File: config.mk
export PLATFORM = sky130hd
export DESIGN_NAME = ts_capture_unit
export DESIGN_NICKNAME = d
export VERILOG_FILES = /design/src/rtl/ts_pkg.sv /design/src/rtl/ts_prescaler.sv /design/src/rtl/ts_counter.sv /design/src/rtl/ts_event_queue.sv /design/src/rtl/ts_capture_unit.sv
export SDC_FILE = /design/constraint.sdc
export NUM_CORES = 1
export LEC_CHECK = 0
export BUFFER_PORTS_ARGS = -buffer_cell sky130_fd_sc_hd__buf_2
export CAP_MARGIN = 10
export CORE_MARGIN = 5
export CORE_UTILIZATION = 52
export DETAILED_ROUTE_END_ITERATION = 16
export HOLD_SLACK_MARGIN = 0.02
export PLACE_DENSITY = 0.76
export SYNTH_ARGS = -nofsm -noshare
export SYNTH_HDL_FRONTEND = slang
export SYNTH_SLANG_ARGS = --single-unit
File: constraint.sdc
create_clock -name clk -period 2.6 [get_ports clk]
set_clock_uncertainty 0.1 [all_clocks]
set_input_delay 0.13 -clock clk [delete_from_list [all_inputs] [get_ports clk]]
set_output_delay 0.13 -clock clk [all_outputs]
set_load 0.02 [all_outputs]
File: src/rtl/ts_pkg.sv
package ts_pkg;
  localparam int unsigned TS_W   = 16;
  localparam int unsigned PSC_W  = 4;
  localparam int unsigned IDX_W  = 5;
  localparam int unsigned WORD_W = 32;
  localparam int unsigned QDEPTH = 4;

  typedef enum logic {DIR_RX = 1'b0, DIR_TX = 1'b1} dir_e;
endpackage

File: src/rtl/ts_prescaler.sv
module ts_prescaler #(
  parameter int unsigned PSC_W = ts_pkg::PSC_W
) (
  input  logic             clk,
  input  logic             rst_n,
  input  logic             wr_en,
  input  logic [PSC_W-1:0] wr_data,
  output logic             tick
);
  logic [PSC_W-1:0] reload_q;
  logic [PSC_W-1:0] cnt_q;

  always_ff @(posedge clk or negedge rst_n) begin
    if (!rst_n) begin
      reload_q <= '0;
      cnt_q    <= '0;
    end else if (wr_en) begin
      reload_q <= wr_data;
      cnt_q    <= wr_data;
    end else if (cnt_q == '0) begin
      cnt_q <= reload_q;
    end else begin
      cnt_q <= cnt_q - PSC_W'(1);
    end
  end

  assign tick = (cnt_q == '0) && !wr_en;
endmodule

File: src/rtl/ts_counter.sv
module ts_counter #(
  parameter int unsigned TS_W = ts_pkg::TS_W
) (
  input  logic            clk,
  input  logic            rst_n,
  input  logic            tick,
  output logic [TS_W-1:0] value
);
  always_ff @(posedge clk or negedge rst_n) begin
    if (!rst_n)    value <= '0;
    else if (tick) value <= value + TS_W'(1);
  end
endmodule

File: src/rtl/ts_event_queue.sv
module ts_event_queue #(
  parameter int unsigned TS_W  = ts_pkg::TS_W,
  parameter int unsigned IDX_W = ts_pkg::IDX_W,
  parameter int unsigned DEPTH = ts_pkg::QDEPTH
) (
  input  logic             clk,
  input  logic             rst_n,
  input  logic [TS_W-1:0]  stamp,
  input  logic             push_rx,
  input  logic [IDX_W-1:0] rx_idx,
  input  logic             push_tx,
  input  logic [IDX_W-1:0] tx_idx,
  input  logic             pop,
  output logic             head_valid,
  output logic [TS_W-1:0]  head_stamp,
  output logic [IDX_W-1:0] head_idx,
  output ts_pkg::dir_e     head_dir
);
  localparam int unsigned PTR_W = $clog2(DEPTH);
  localparam int unsigned CNT_W = $clog2(DEPTH + 1);

  logic [TS_W-1:0]  stamp_q [DEPTH];
  logic [IDX_W-1:0] idx_q   [DEPTH];
  ts_pkg::dir_e     dir_q   [DEPTH];
  logic [PTR_W-1:0] wr_ptr, rd_ptr, tx_ptr;
  logic [CNT_W-1:0] count, space;
  logic             take_rx, take_tx, do_pop;

  assign space   = CNT_W'(DEPTH) - count;
  assign take_rx = push_rx && (space != '0);
  assign take_tx = push_tx && (take_rx ? (space >= CNT_W'(2)) : (space != '0));
  assign do_pop  = pop && (count != '0);
  assign tx_ptr  = take_rx ? wr_ptr + PTR_W'(1) : wr_ptr;

  always_ff @(posedge clk or negedge rst_n) begin
    if (!rst_n) begin
      wr_ptr <= '0;
      rd_ptr <= '0;
      count  <= '0;
      for (int i = 0; i < DEPTH; i++) begin
        stamp_q[i] <= '0;
        idx_q[i]   <= '0;
        dir_q[i]   <= ts_pkg::DIR_RX;
      end
    end else begin
      if (take_rx) begin
        stamp_q[wr_ptr] <= stamp;
        idx_q[wr_ptr]   <= rx_idx;
        dir_q[wr_ptr]   <= ts_pkg::DIR_RX;
      end
      if (take_tx) begin
        stamp_q[tx_ptr] <= stamp;
        idx_q[tx_ptr]   <= tx_idx;
        dir_q[tx_ptr]   <= ts_pkg::DIR_TX;
      end
      wr_ptr <= wr_ptr + PTR_W'(take_rx) + PTR_W'(take_tx);
      if (do_pop) rd_ptr <= rd_ptr + PTR_W'(1);
      count <= count + CNT_W'(take_rx) + CNT_W'(take_tx) - CNT_W'(do_pop);
    end
  end

  assign head_valid = (count != '0);
  assign head_stamp = stamp_q[rd_ptr];
  assign head_idx   = idx_q[rd_ptr];
  assign head_dir   = dir_q[rd_ptr];
endmodule

File: src/rtl/ts_capture_unit.sv
module ts_capture_unit #(
  parameter int unsigned TS_W   = ts_pkg::TS_W,
  parameter int unsigned PSC_W  = ts_pkg::PSC_W,
  parameter int unsigned IDX_W  = ts_pkg::IDX_W,
  parameter int unsigned WORD_W = ts_pkg::WORD_W,
  parameter int unsigned QDEPTH = ts_pkg::QDEPTH
) (
  input  logic              clk,
  input  logic              rst_n,
  input  logic              psc_wr_en,
  input  logic [PSC_W-1:0]  psc_wr_data,
  output logic [TS_W-1:0]   tsc_value,
  input  logic              rx_end,
  input  logic              rx_good,
  input  logic [IDX_W-1:0]  rx_idx,
  input  logic              tx_end,
  input  logic              tx_good,
  input  logic [IDX_W-1:0]  tx_idx,
  output logic              cap_valid,
  input  logic              cap_ready,
  output logic [WORD_W-1:0] cap_word,
  output logic [IDX_W-1:0]  cap_idx,
  output logic              cap_is_tx
);
  localparam int unsigned STAMP_LSB = WORD_W - TS_W;

  logic            tick;
  logic [TS_W-1:0] head_stamp;
  ts_pkg::dir_e    head_dir;

  ts_prescaler #(.PSC_W(PSC_W)) psc_i (
    .clk(clk), .rst_n(rst_n), .wr_en(psc_wr_en), .wr_data(psc_wr_data), .tick(tick)
  );

  ts_counter #(.TS_W(TS_W)) cnt_i (
    .clk(clk), .rst_n(rst_n), .tick(tick), .value(tsc_value)
  );

  ts_event_queue #(.TS_W(TS_W), .IDX_W(IDX_W), .DEPTH(QDEPTH)) q_i (
    .clk(clk), .rst_n(rst_n), .stamp(tsc_value),
    .push_rx(rx_end && rx_good), .rx_idx(rx_idx),
    .push_tx(tx_end && tx_good), .tx_idx(tx_idx),
    .pop(cap_ready),
    .head_valid(cap_valid), .head_stamp(head_stamp),
    .head_idx(cap_idx), .head_dir(head_dir)
  );

  assign cap_word  = WORD_W'(head_stamp) << STAMP_LSB;
  assign cap_is_tx = (head_dir == ts_pkg::DIR_TX);
endmodule

==> results.py, run 1 <==
metrics = {
    "synth": {
        "synth_area_leaders": "dfrtp_1 50%, mux2_2 16%, mux4_2 8.4%, mux2_4 5.6%, buf_4 2.4%",
        "yosysMostFrequentCell": "dfrtp_1",
        "yosysUniqueCellTypes": 39,
        "ys_ff_latch": 119,
        "synth_top_family_by_area": "multiplexers",
        "synth_edf_count": 0,
        "async_reset_ff_frac": 1.000,
        "synth_ff_type": "dfrtp_1",
        "synth_top_area_frac": 0.5036,
        "yosys_warnings": 0,
        "synthSimpleGateAreaFrac": 0.04740,
        "yosys-top-cells-count": "119 x dfrtp_1, 86 x mux2_2, 22 x mux2_4, 22 x mux4_2, 19 x buf_4",
        "synth_compound_area_frac": 0.02878,
        "synth_xor_area_frac": 0.02962,
        "yosysSeqAreaShare": 0.5036,
        "syn_area_um2": 5913,
        "synth_mux_area_frac": 0.3068,
        "synth.avg_cell_area_um2": 14.32,
        "synthAdderAreaFrac": 0.03343,
        "synthCells": 413,
        "yosysTopAreaCell": "dfrtp_1",
    },
    "hold_path": {
        "min_path_type": "primary input to flip-flop",
        "holdPathStages": 3,
        "min_to": "q_i.idx_q[1]",
        "hp-start": "rx_idx[1]",
    },
    "power": {
        "p_sw_mw": 2.325,
        "pwr-share-seq": 0.329,
        "ir_drop_v": 0.0006576,
        "switching_share": 0.3007,
        "power.leakage_nw": 3.511,
        "clock_power_share": 0.338,
        "combPwrFrac": 0.333,
        "power_density_nw_per_um2": 1060,
        "p_total_mw": 7.732,
        "intPower_mw": 5.407,
    },
    "timing": {
        "setup_slack_ns": 0.1317,
        "fin_crit_ns": 2.468,
        "setup_viol": 0,
        "max_freq_mhz": 405.1,
        "period_share": 0.9493,
        "final-hold-violation-count": 0,
        "tns_ns": 0,
        "drv_slew": 0,
        "holdWs_ns": 0.03566,
        "rsz0062_at_grt": "false",
    },
    "placed_design": {
        "portBuffers": 60,
        "place_congestion": 0.7738,
        "dp_slack_ns": 0.02995,
        "post_dp_cell_area_um2": 6436,
        "hpwl_um": 7721,
        "place_inst": 617,
    },
    "die": {
        "fp.coreArea_um2": 11270,
        "num_io_pins": 77,
        "die-area_um2": 13600,
        "rows": 39,
        "die_w_um": 116.6,
        "die_h_um": 116.6,
        "start_util": 0.5246,
    },
    "worst_setup_path": {
        "cp.arrival_ns": 2.64,
        "crit_path_top_delay_cell": "fa_1",
        "crit_top_cell": "fa_1",
        "startpoint": "q_i.count[1]",
        "cp_max_fo": 6,
        "end_kind": "flip-flop",
        "critPathKind": "flip-flop to flip-flop",
        "regToRegStartpoint": "q_i.count[1]",
        "max_stage_delay_ns": 0.42,
        "required_ns": 2.77,
        "start_kind": "flip-flop",
        "crit_chain": "inv_2 > ha_2 > ha_1 > and3b_2 > clkinv_4 > ha_4 > fa_1 > inv_1 > fa_1",
        "reg2reg_slack_ns": 0.13,
        "ff2ff_path_depth": 9,
        "reg2reg_to": "q_i.count[1]",
    },
    "grt": {
        "grt_pass1_wl_um": 19390,
        "overflow": 0,
        "grt_use_total": 0.1887,
        "antenna_found_initial": 0,
        "grt_pass1_vias": 3778,
        "grt_max_degree": 93,
    },
    "drt": {
        "wire_per_inst_um": 17.63,
        "viasPerCell": 5.259,
        "drtIter0Drc": 155,
        "drc": 0,
        "first_pass_iters": 4,
        "num_vias": 3508,
        "antenna_left": 0,
        "routed_wl_um": 11760,
    },
    "run_status": {
        "outcome": "complete, no violations",
    },
    "cts": {
        "cts_made_buffers": 17,
        "clkSinkCount": 119,
        "path_clk_slew_ns": 0.05,
        "clockBufferDepth": 2,
        "root_buffer": "clkbuf_16",
        "htreeDepth": 4,
        "cts_tree": "yes",
        "clk_latency_ns": 0.40,
    },
    "final_layout": {
        "final_cells": 667,
        "post-route-util": 0.6471,
        "antennaDiodeCount": 0,
        "drive_gt1_frac": 0.4885,
        "syn_to_final_growth_pct": 23.36,
        "nets": 547,
        "fin_area_um2": 7295,
    },
    "flow_run": {
        "maxCapViolCount": 0,
    },
}
==> critical path, delay by kind of cell, from the launching register on <==
kind / cells / cell delay (ns)
AND/OR/NAND/NOR: 1 / 0.28
flip-flops: 1 / 0.36
adder cells (fa/ha/maj): 5 / 1.37
buffers and inverters: 3 / 0.23
==> what timing repair did <==
action | in CTS | in global routing
endpoints found under the setup margin | 0 | 1
endpoints found under the hold margin | 55 | 0
buffers inserted | 0 | 3
hold buffers | 15 | 0
gates resized for setup | 0 | 6
==> sequential cells by signal (all words and copies together) (netlist names) <==
signal and cells:
q_i.wr_ptr 2, q_i.stamp_q 64, q_i.idx_q 20, psc_i.reload_q 4
q_i.dir_q 4, cnt_i.value 16, q_i.count 3, q_i.rd_ptr 2
psc_i.cnt_q 4
==> cells in the final DEF, fill, tap and decap left out, types with 3 or more instances in the layout <==
cell type	n
a21o_1	4
a21oi_1	4
and3_1	3
buf_12	5
buf_2	59
buf_4	18
bufinv_16	5
clkbuf_16	17
clkbuf_8	5
clkinv_2	3
conb_1	16
dfrtp_1	119
dlygate4sd3_1	15
fa_1	3
ha_1	9
inv_1	16
mux2_2	86
mux2_4	22
mux4_2	22
nand2_1	14
nand3_1	8
nand4_1	4
nor2_1	8
nor2b_1	3
nor3_1	3
o21ai_0	6
o21ai_4	3
xnor2_1	16
xor2_1	4
==> cells by family after synthesis <==
logic type / after synthesis
DFF: 119
muxes: 132
AOI/OAI and AO/OA: 22
xor gates and xnor gates: 20
buffers and inverters: 52
other: 1
adders and majority gates: 14
and+or+nand+nor: 53
==> power by group through the flow <==
stage	logic [mW]	registers [mW]	clock network, mW
finish	2.58	2.55	2.61
global route	2.80	2.61	2.74
CTS	2.60	2.55	2.65
detailed placement	2.56	2.57	0
global placement	2.48	2.53	0
floorplan	1.94	2.47	0
==> how the worst max path moves through the flow <==
stage | end | slack (ns) | cells past startpoint
finish | q_i.count[1] | 0.13 | 9
global route | q_i.idx_q[14] | 0.02 | 9
CTS | q_i.count[1] | 0.01 | 9
detailed placement | q_i.count[1] | 0.03 | 9
global placement | q_i.count[1] | 0.13 | 9
floorplan | q_i.count[1] | 0.10 | 10
==> layout make-up <==
type / instances / area [um2]
Sequential cell: 119 / 2978
Clock buffer: 24 / 501.7
Clock inverter: 8 / 165.2
Fill cell: 802 / 3978
Multi-Input combinational cell: 257 / 2714
Tap cell: 143 / 178.9
Inverter: 19 / 76.32
Timing Repair Buffer: 97 / 680.7
==> metal layers <==
layer | up-vias | routed length [um] | track usage
met3 | 10 | 453 | 0.05596
li1 | 1643 | - | -
met5 | - | 0 | 0
met1 | 1801 | 5109 | 0.2382
met2 | 54 | 6071 | 0.3154
met4 | 0 | 123 | 0.05887
No activity file was read; power rests on OpenSTA's default activity.
==> inputs of run 2 (changes only) <==
Settings changed: SYNTH_HIERARCHICAL from default to 1.
==> run 2 against run 1 <==
Against the previous run: area after synthesis increased by 0.70%; count of clock-buffer cells in the layout decreased by 1; critical endpoint is now q_i/stamp_q[1]; register-to-register slack got worse by 0.06 ns; via count increased by 7.3%; die area increased by 0.64%; largest power group is now combinational cells; synthesized cell count increased by 2.9%.
==> results.py, run 2 <==
metrics = {
    "die": {
        "fp.coreArea_um2": 11320,
        "num_io_pins": 77,
        "die_w_um": 117.0,
        "start_util": 0.5260,
        "die-area_um2": 13690,
        "rows": 39,
        "die_h_um": 117.0,
    },
    "worst_setup_path": {
        "end_kind": "flip-flop",
        "cp_num_cells": 9,
        "cp_top_family": "compound AO/OA/AOI/OAI gates",
        "ff2ff_path_depth": 9,
        "critPathKind": "flip-flop to flip-flop",
        "cp_max_fo": 16,
        "start_kind": "flip-flop",
        "cp.arrival_ns": 2.72,
        "crit_chain": "inv_2 > ha_2 > ha_1 > nand2_1 > o311a_1 > buf_4 > a21boi_4 > buf_12 > mux2_2",
        "required_ns": 2.79,
        "critPathBufInv": 3,
        "max_stage_delay_ns": 0.41,
        "crit_path_top_delay_cell": "o311a_1",
    },
    "grt": {
        "overflow": 0,
        "antenna_found_initial": 0,
        "grt_pass1_wl_um": 21250,
        "grt_pass1_vias": 4140,
        "grt_use_total": 0.2040,
        "grt_max_degree": 55,
    },
    "timing": {
        "tns_ns": 0,
        "setup_viol": 0,
        "drv_slew": 0,
        "max_freq_mhz": 395.8,
        "fin_crit_ns": 2.526,
        "setup_slack_ns": 0.07360,
        "period_share": 0.9717,
        "final-hold-violation-count": 0,
    },
    "cts": {
        "clk_latency_ns": 0.41,
        "post_cts_buffers": 0,
        "path_clk_slew_ns": 0.05,
        "cts_tree": "yes",
        "htreeDepth": 4,
        "root_buffer": "clkbuf_16",
        "clockBufferDepth": 2,
        "clkSinkCount": 119,
        "cts_made_buffers": 17,
    },
    "hold_path": {
        "min_path_type": "primary input to async pin",
    },
    "synth": {
        "yosysUniqueCellTypes": 52,
        "yosys-top-cells-count": "119 x dfrtp_1, 48 x mux2_2, 22 x mux4_2",
        "synth_area_leaders": "dfrtp_1 50%, mux2_2 9.1%, mux4_2 8.3%, mux2_4 5.0%, mux2i_1 2.7%",
        "yosysTopAreaCell": "dfrtp_1",
        "synthCells": 425,
        "yosysMostFrequentCell": "dfrtp_1",
        "yosysSeqAreaShare": 0.5001,
        "yosys_warnings": 6,
        "syn_area_um2": 5954,
        "synth.avg_cell_area_um2": 14.01,
        "ys_ff_latch": 119,
        "synth_edf_count": 0,
        "synth_top_area_frac": 0.5001,
        "async_reset_ff_frac": 1.000,
        "synth_ff_type": "dfrtp_1",
    },
    "power": {
        "p_total_mw": 7.325,
        "power.leakage_nw": 3.579,
        "power_density_nw_per_um2": 1007,
        "ir_drop_v": 0.0005632,
    },
    "drt": {
        "drc": 0,
        "first_pass_iters": 4,
        "antenna_left": 0,
        "drtIter0Drc": 188,
        "routed_wl_um": 12480,
        "viasPerCell": 5.485,
        "wire_per_inst_um": 18.19,
        "num_vias": 3763,
    },
    "run_status": {
        "outcome": "complete, no violations",
    },
    "placed_design": {
        "dp_slack_ns": 0.01758,
        "hpwl_um": 8214,
        "portBuffers": 60,
        "place_congestion": 0.8510,
    },
    "final_layout": {
        "drive_gt1_frac": 0.4125,
        "syn_to_final_growth_pct": 22.11,
        "top_regs": "q_i/stamp_q: 64 flops, q_i/idx_q: 20 flops, cnt_i/value: 16 flops",
        "largest_reg_flops": 64,
        "nets": 567,
        "largest_register": "q_i/stamp_q",
        "layout_commonest_cell": "dfrtp_1",
        "seq_area_um2": 2978,
        "fillCellCount": 833,
        "multi_input_area_um2": 2753,
        "antennaDiodeCount": 0,
        "final_cell_mix": "119 x dfrtp_1, 59 x buf_2, 48 x mux2_2, 22 x mux4_2, 21 x buf_4",
    },
    "flow_run": {
        "maxCapViolCount": 0,
    },
}
run 2: cell types whose count changed after synthesis, sizes merged, moves of 3 or more:
| cell | change |
|---|---|
| a21oi | +3 |
| and2 | +3 |
| buf | +3 |
| clkbuf | -5 |
| mux2 | -31 |
| mux2i | +14 |
| nand2 | +4 |
| nand3 | +7 |
| nor2 | -7 |
| nor3 | +6 |
| o21ai | +5 |
| xnor2 | -3 |
| xor2 | +3 |
run 2: power by group:
group	total, mW	internal [mW]	switching [mW]
Clock	2.15	1.38	0.776
Sequential	2.54	2.25	0.292
Combinational	2.63	1.26	1.38
run 2: final cells by class:
class | instances | area share
inverters | 19 | 0.01050
well taps | 143 | 0.02461
multi-input cells | 271 | 0.3786
clock inverters | 8 | 0.01015
flip-flops and latches | 119 | 0.4096
repair buffers | 103 | 0.1008
clock buffers | 23 | 0.06574
run 2: worst register-to-register path, stage by stage, from the launching register on:
cell and delay, ns:
dfrtp_1 0.36, inv_2 0.07, ha_2 0.20, ha_1 0.28, nand2_1 0.05, o311a_1 0.41
buf_4 0.23, a21boi_4 0.17, buf_12 0.19, mux2_2 0.36
run 2: cells by family (layout without fill, tap and decap cells):
kind of cell	after synthesis	count (layout)	synth area share
other	1	16	0.0006298
and+or+nand+nor	71	71	0.07103
AOI/OAI and AO/OA	35	35	0.04812
muxes	115	115	0.2683
buffers and inverters	50	153	0.04917
xor gates and xnor gates	20	20	0.02942
adders and majority gates	14	14	0.03320
DFF	119	119	0.5001
run 2: routing by layer:
layer	vias up	part of all wire	wire, um	GRT usage
met1	1920	0.43	5315	0.2683
met5	-	0	0	0
met3	12	0.062	775	0.05656
met2	114	0.50	6193	0.3261
li1	1717	-	-	-
met4	0	0.015	191	0.07569
run 2: what timing repair did:
item	in CTS	in global routing
hold buffers	18	0
endpoints found under the hold margin	114	0
resized for setup	0	5
setup endpoints to repair	0	19
run 2: path summary, 6_finish.rpt:
check                             startpoint        endpoint  slack, ns
worst max-delay path            q_i/count[1]  q_i/stamp_q[1]       0.07
worst min-delay path                   rst_n    q_i/count[0]       0.12
worst max register to register  q_i/count[1]  q_i/stamp_q[1]       0.07
worst min register to register  q_i/dir_q[2]    q_i/dir_q[2]       0.37
max in group asynchronous              rst_n    q_i/idx_q[9]       1.50
min in group clk                   cap_ready   q_i/rd_ptr[0]       0.18
run 2: per-stage QoR:
stage / util / area [um2] / instances / hold WS, ns
5_1_grt: 0.6422 / 7271 / 686 / 0.1567
3_3_place_gp: 0.5765 / 6526 / 637 / -0.002503
4_1_cts: 0.6411 / 7258 / 686 / 0.1146
2_1_floorplan: - / 6011 / 440 / -0.2656
6_report: 0.6422 / 7271 / 686 / 0.1182
3_5_place_dp: 0.5765 / 6526 / 637 / 0.007388
==> inputs of run 3 (changes only) <==
Settings changed: ABC_AREA from default to 1, CORE_UTILIZATION 52 to 53.
==> run 3 against run 2 <==
Against the previous run: sequential power grew 6%; critical path type unchanged; combinational power grew 60%; cell count rose by 75%; largest cell class is now multi-input combinational cells; sequential share of layout area shrank 4.2 points; count of clock-buffer cells in the layout down 5; first-iteration DRC count rose to 4.2 times the previous value; via count up 69%; critical endpoint is now q_i/count[2]; sequential cell count did not move; synthesized cell count increased by 120%; worst hold slack got worse by 0.075 ns; area after synthesis increased by 15%; fmax shrank 0.54%.
==> results.py, run 3 <==
metrics = {
    "grt": {
        "antenna_found_initial": 0,
        "grt_use_total": 0.2589,
        "overflow": 0,
        "grt_max_degree": 89,
        "grt_pass1_vias": 5990,
        "grt_pass1_wl_um": 30560,
    },
    "power": {
        "power_density_nw_per_um2": 1152,
        "power.leakage_nw": 4.209,
        "ir_drop_v": 0.0006016,
        "p_total_mw": 9.341,
    },
    "final_layout": {
        "largest_reg_flops": 64,
        "drive_gt1_frac": 0.1435,
        "syn_to_final_growth_pct": 18.83,
        "post-route-util": 0.6427,
        "multi_input_area_um2": 3303,
        "fillCellCount": 1116,
        "largest_register": "q_i/stamp_q",
        "layout_commonest_cell": "nand2_1",
        "final_cell_mix": "325 x nand2_1, 131 x o21ai_0, 119 x dfrtp_1, 102 x nand3_1, 61 x nor2_1",
        "nets": 1054,
        "seq_area_um2": 2978,
        "top_regs": "q_i/stamp_q: 64 flops, q_i/idx_q: 20 flops, cnt_i/value: 16 flops",
        "antennaDiodeCount": 0,
        "final_cells": 1203,
    },
    "synth": {
        "async_reset_ff_frac": 1.000,
        "yosysSeqAreaShare": 0.4363,
        "yosysTopAreaCell": "dfrtp_1",
        "yosys_warnings": 6,
        "synth_ff_type": "dfrtp_1",
        "synth_area_leaders": "dfrtp_1 44%, nand2_1 18%, o21ai_0 9.6%, nand3_1 7.5%, nor2_1 3.4%",
        "synth_top_area_frac": 0.4363,
        "synth.avg_cell_area_um2": 7.215,
        "yosysMostFrequentCell": "nand2_1",
        "synth_edf_count": 0,
        "synthCells": 946,
        "ys_ff_latch": 119,
        "yosys-top-cells-count": "325 x nand2_1, 131 x o21ai_0, 119 x dfrtp_1",
        "syn_area_um2": 6825,
        "yosysUniqueCellTypes": 26,
    },
    "drt": {
        "first_pass_iters": 6,
        "drtIter0Drc": 785,
        "viasPerCell": 5.291,
        "drc": 0,
        "wire_per_inst_um": 15.49,
        "num_vias": 6365,
        "antenna_left": 0,
        "routed_wl_um": 18640,
    },
    "cts": {
        "htreeDepth": 4,
        "clockBufferDepth": 2,
        "clk_latency_ns": 0.42,
        "clkSinkCount": 119,
        "cts_made_buffers": 17,
        "path_clk_slew_ns": 0.06,
        "root_buffer": "clkbuf_16",
        "cts_tree": "yes",
    },
    "timing": {
        "tightest_slew_ns": 0.5877,
        "rsz0062_at_grt": "true",
        "max_freq_mhz": 393.7,
        "max_slew_margin": 0.6082,
        "final-hold-violation-count": 0,
        "drv_slew": 0,
        "fin_crit_ns": 2.540,
        "period_share": 0.9769,
        "setup_viol": 0,
        "tns_ns": 0,
        "setup_slack_ns": 0.05994,
    },
    "worst_setup_path": {
        "start_kind": "flip-flop",
        "end_kind": "flip-flop",
        "reg2reg_slack_ns": 0.06,
        "cp_max_fo": 8,
        "critPathKind": "flip-flop to flip-flop",
        "required_ns": 2.83,
        "cp.arrival_ns": 2.77,
    },
    "die": {
        "rows": 41,
        "fp.coreArea_um2": 12620,
        "die-area_um2": 15250,
        "num_io_pins": 77,
        "die_h_um": 123.5,
        "start_util": 0.5408,
        "die_w_um": 123.5,
    },
    "placed_design": {
        "portBuffers": 60,
        "place_inst": 1154,
        "place_congestion": 0.8323,
        "hpwl_um": 11300,
        "dp_slack_ns": -0.001054,
    },
    "hold_path": {
        "min_path_type": "primary input to flip-flop",
    },
    "flow_run": {
        "maxCapViolCount": 0,
    },
    "run_status": {
        "outcome": "complete, no violations",
    },
}
## run 3: kinds of logic (layout without fill, tap and decap cells)
| logic type | Yosys count | after routing | share of synthesized area |
|---|---|---|---|
| AOI/OAI and AO/OA | 154 | 154 | 0.1170 |
| xor gates and xnor gates | 15 | 15 | 0.01925 |
| adders and majority gates | 14 | 14 | 0.02896 |
| buffers and inverters | 136 | 206 | 0.09092 |
| DFF | 119 | 119 | 0.4363 |
| other | 1 | 16 | 0.0005494 |
| and+or+nand+nor | 507 | 507 | 0.3071 |
## run 3: worst paths after layout
| kind | from | endpoint | cells after the start |
|---|---|---|---|
| worst max register to register | q_i/count[1] | q_i/count[2] | 11 |
| worst max-delay path | q_i/count[1] | q_i/count[2] | 11 |
| min in group asynchronous | rst_n | q_i/stamp_q[10] | 2 |
| max in group asynchronous | rst_n | q_i/stamp_q[31] | 3 |
| worst min register to register | q_i/dir_q[1] | q_i/dir_q[1] | 2 |
| worst min-delay path | rx_idx[2] | q_i/idx_q[17] | 5 |
## run 3: report_power, final
| part | leakage [nW] | internal, mW | switching, mW |
|---|---|---|---|
| Sequential | 1.51 | 2.38 | 0.322 |
| Clock | 0.293 | 1.54 | 0.906 |
| Combinational | 2.41 | 1.39 | 2.81 |
## run 3: critical path: stages, from the launching register on
cell,delay (ns)
dfrtp_1,0.38
inv_1,0.09
ha_1,0.21
ha_1,0.19
inv_2,0.11
nand2_4,0.10
ha_1,0.30
fa_1,0.35
inv_1,0.09
fa_2,0.21
xnor2_2,0.12
xor2_1,0.19
## run 3: metrics by stage
| stage | instance area [um2] | hold WS (ns) |
|---|---|---|
| 4_1_cts | 8097 | 0.02039 |
| 6_report | 8110 | 0.04315 |
| 5_1_grt | 8110 | 0.06222 |
| 3_3_place_gp | 7315 | 0.06516 |
| 3_5_place_dp | 7315 | 0.06617 |
| 2_1_floorplan | 6898 | -0.2656 |
## run 3: layer usage
layer,track usage,wire [um]
met5,0,0
met4,0.08858,277
met3,0.05078,1361
met2,0.4183,8933
met1,0.3499,8063
## run 3: final cells by class
cell class	count	share of cell area
Sequential cell	119	0.3672
Tap cell	172	0.02653
Inverter	64	0.03008
Timing Repair Buffer	110	0.09318
Multi-Input combinational cell	706	0.4073
Clock buffer	18	0.05415
Clock inverter	14	0.02160
## run 3: repair_timing
action                                  CTS  global route
buffers inserted                          0             1
endpoints found under the setup margin    1            12
pin swaps                                 0             1
gates resized for setup                   1             2
endpoints found under the hold margin    71             0
hold buffers                             16             0
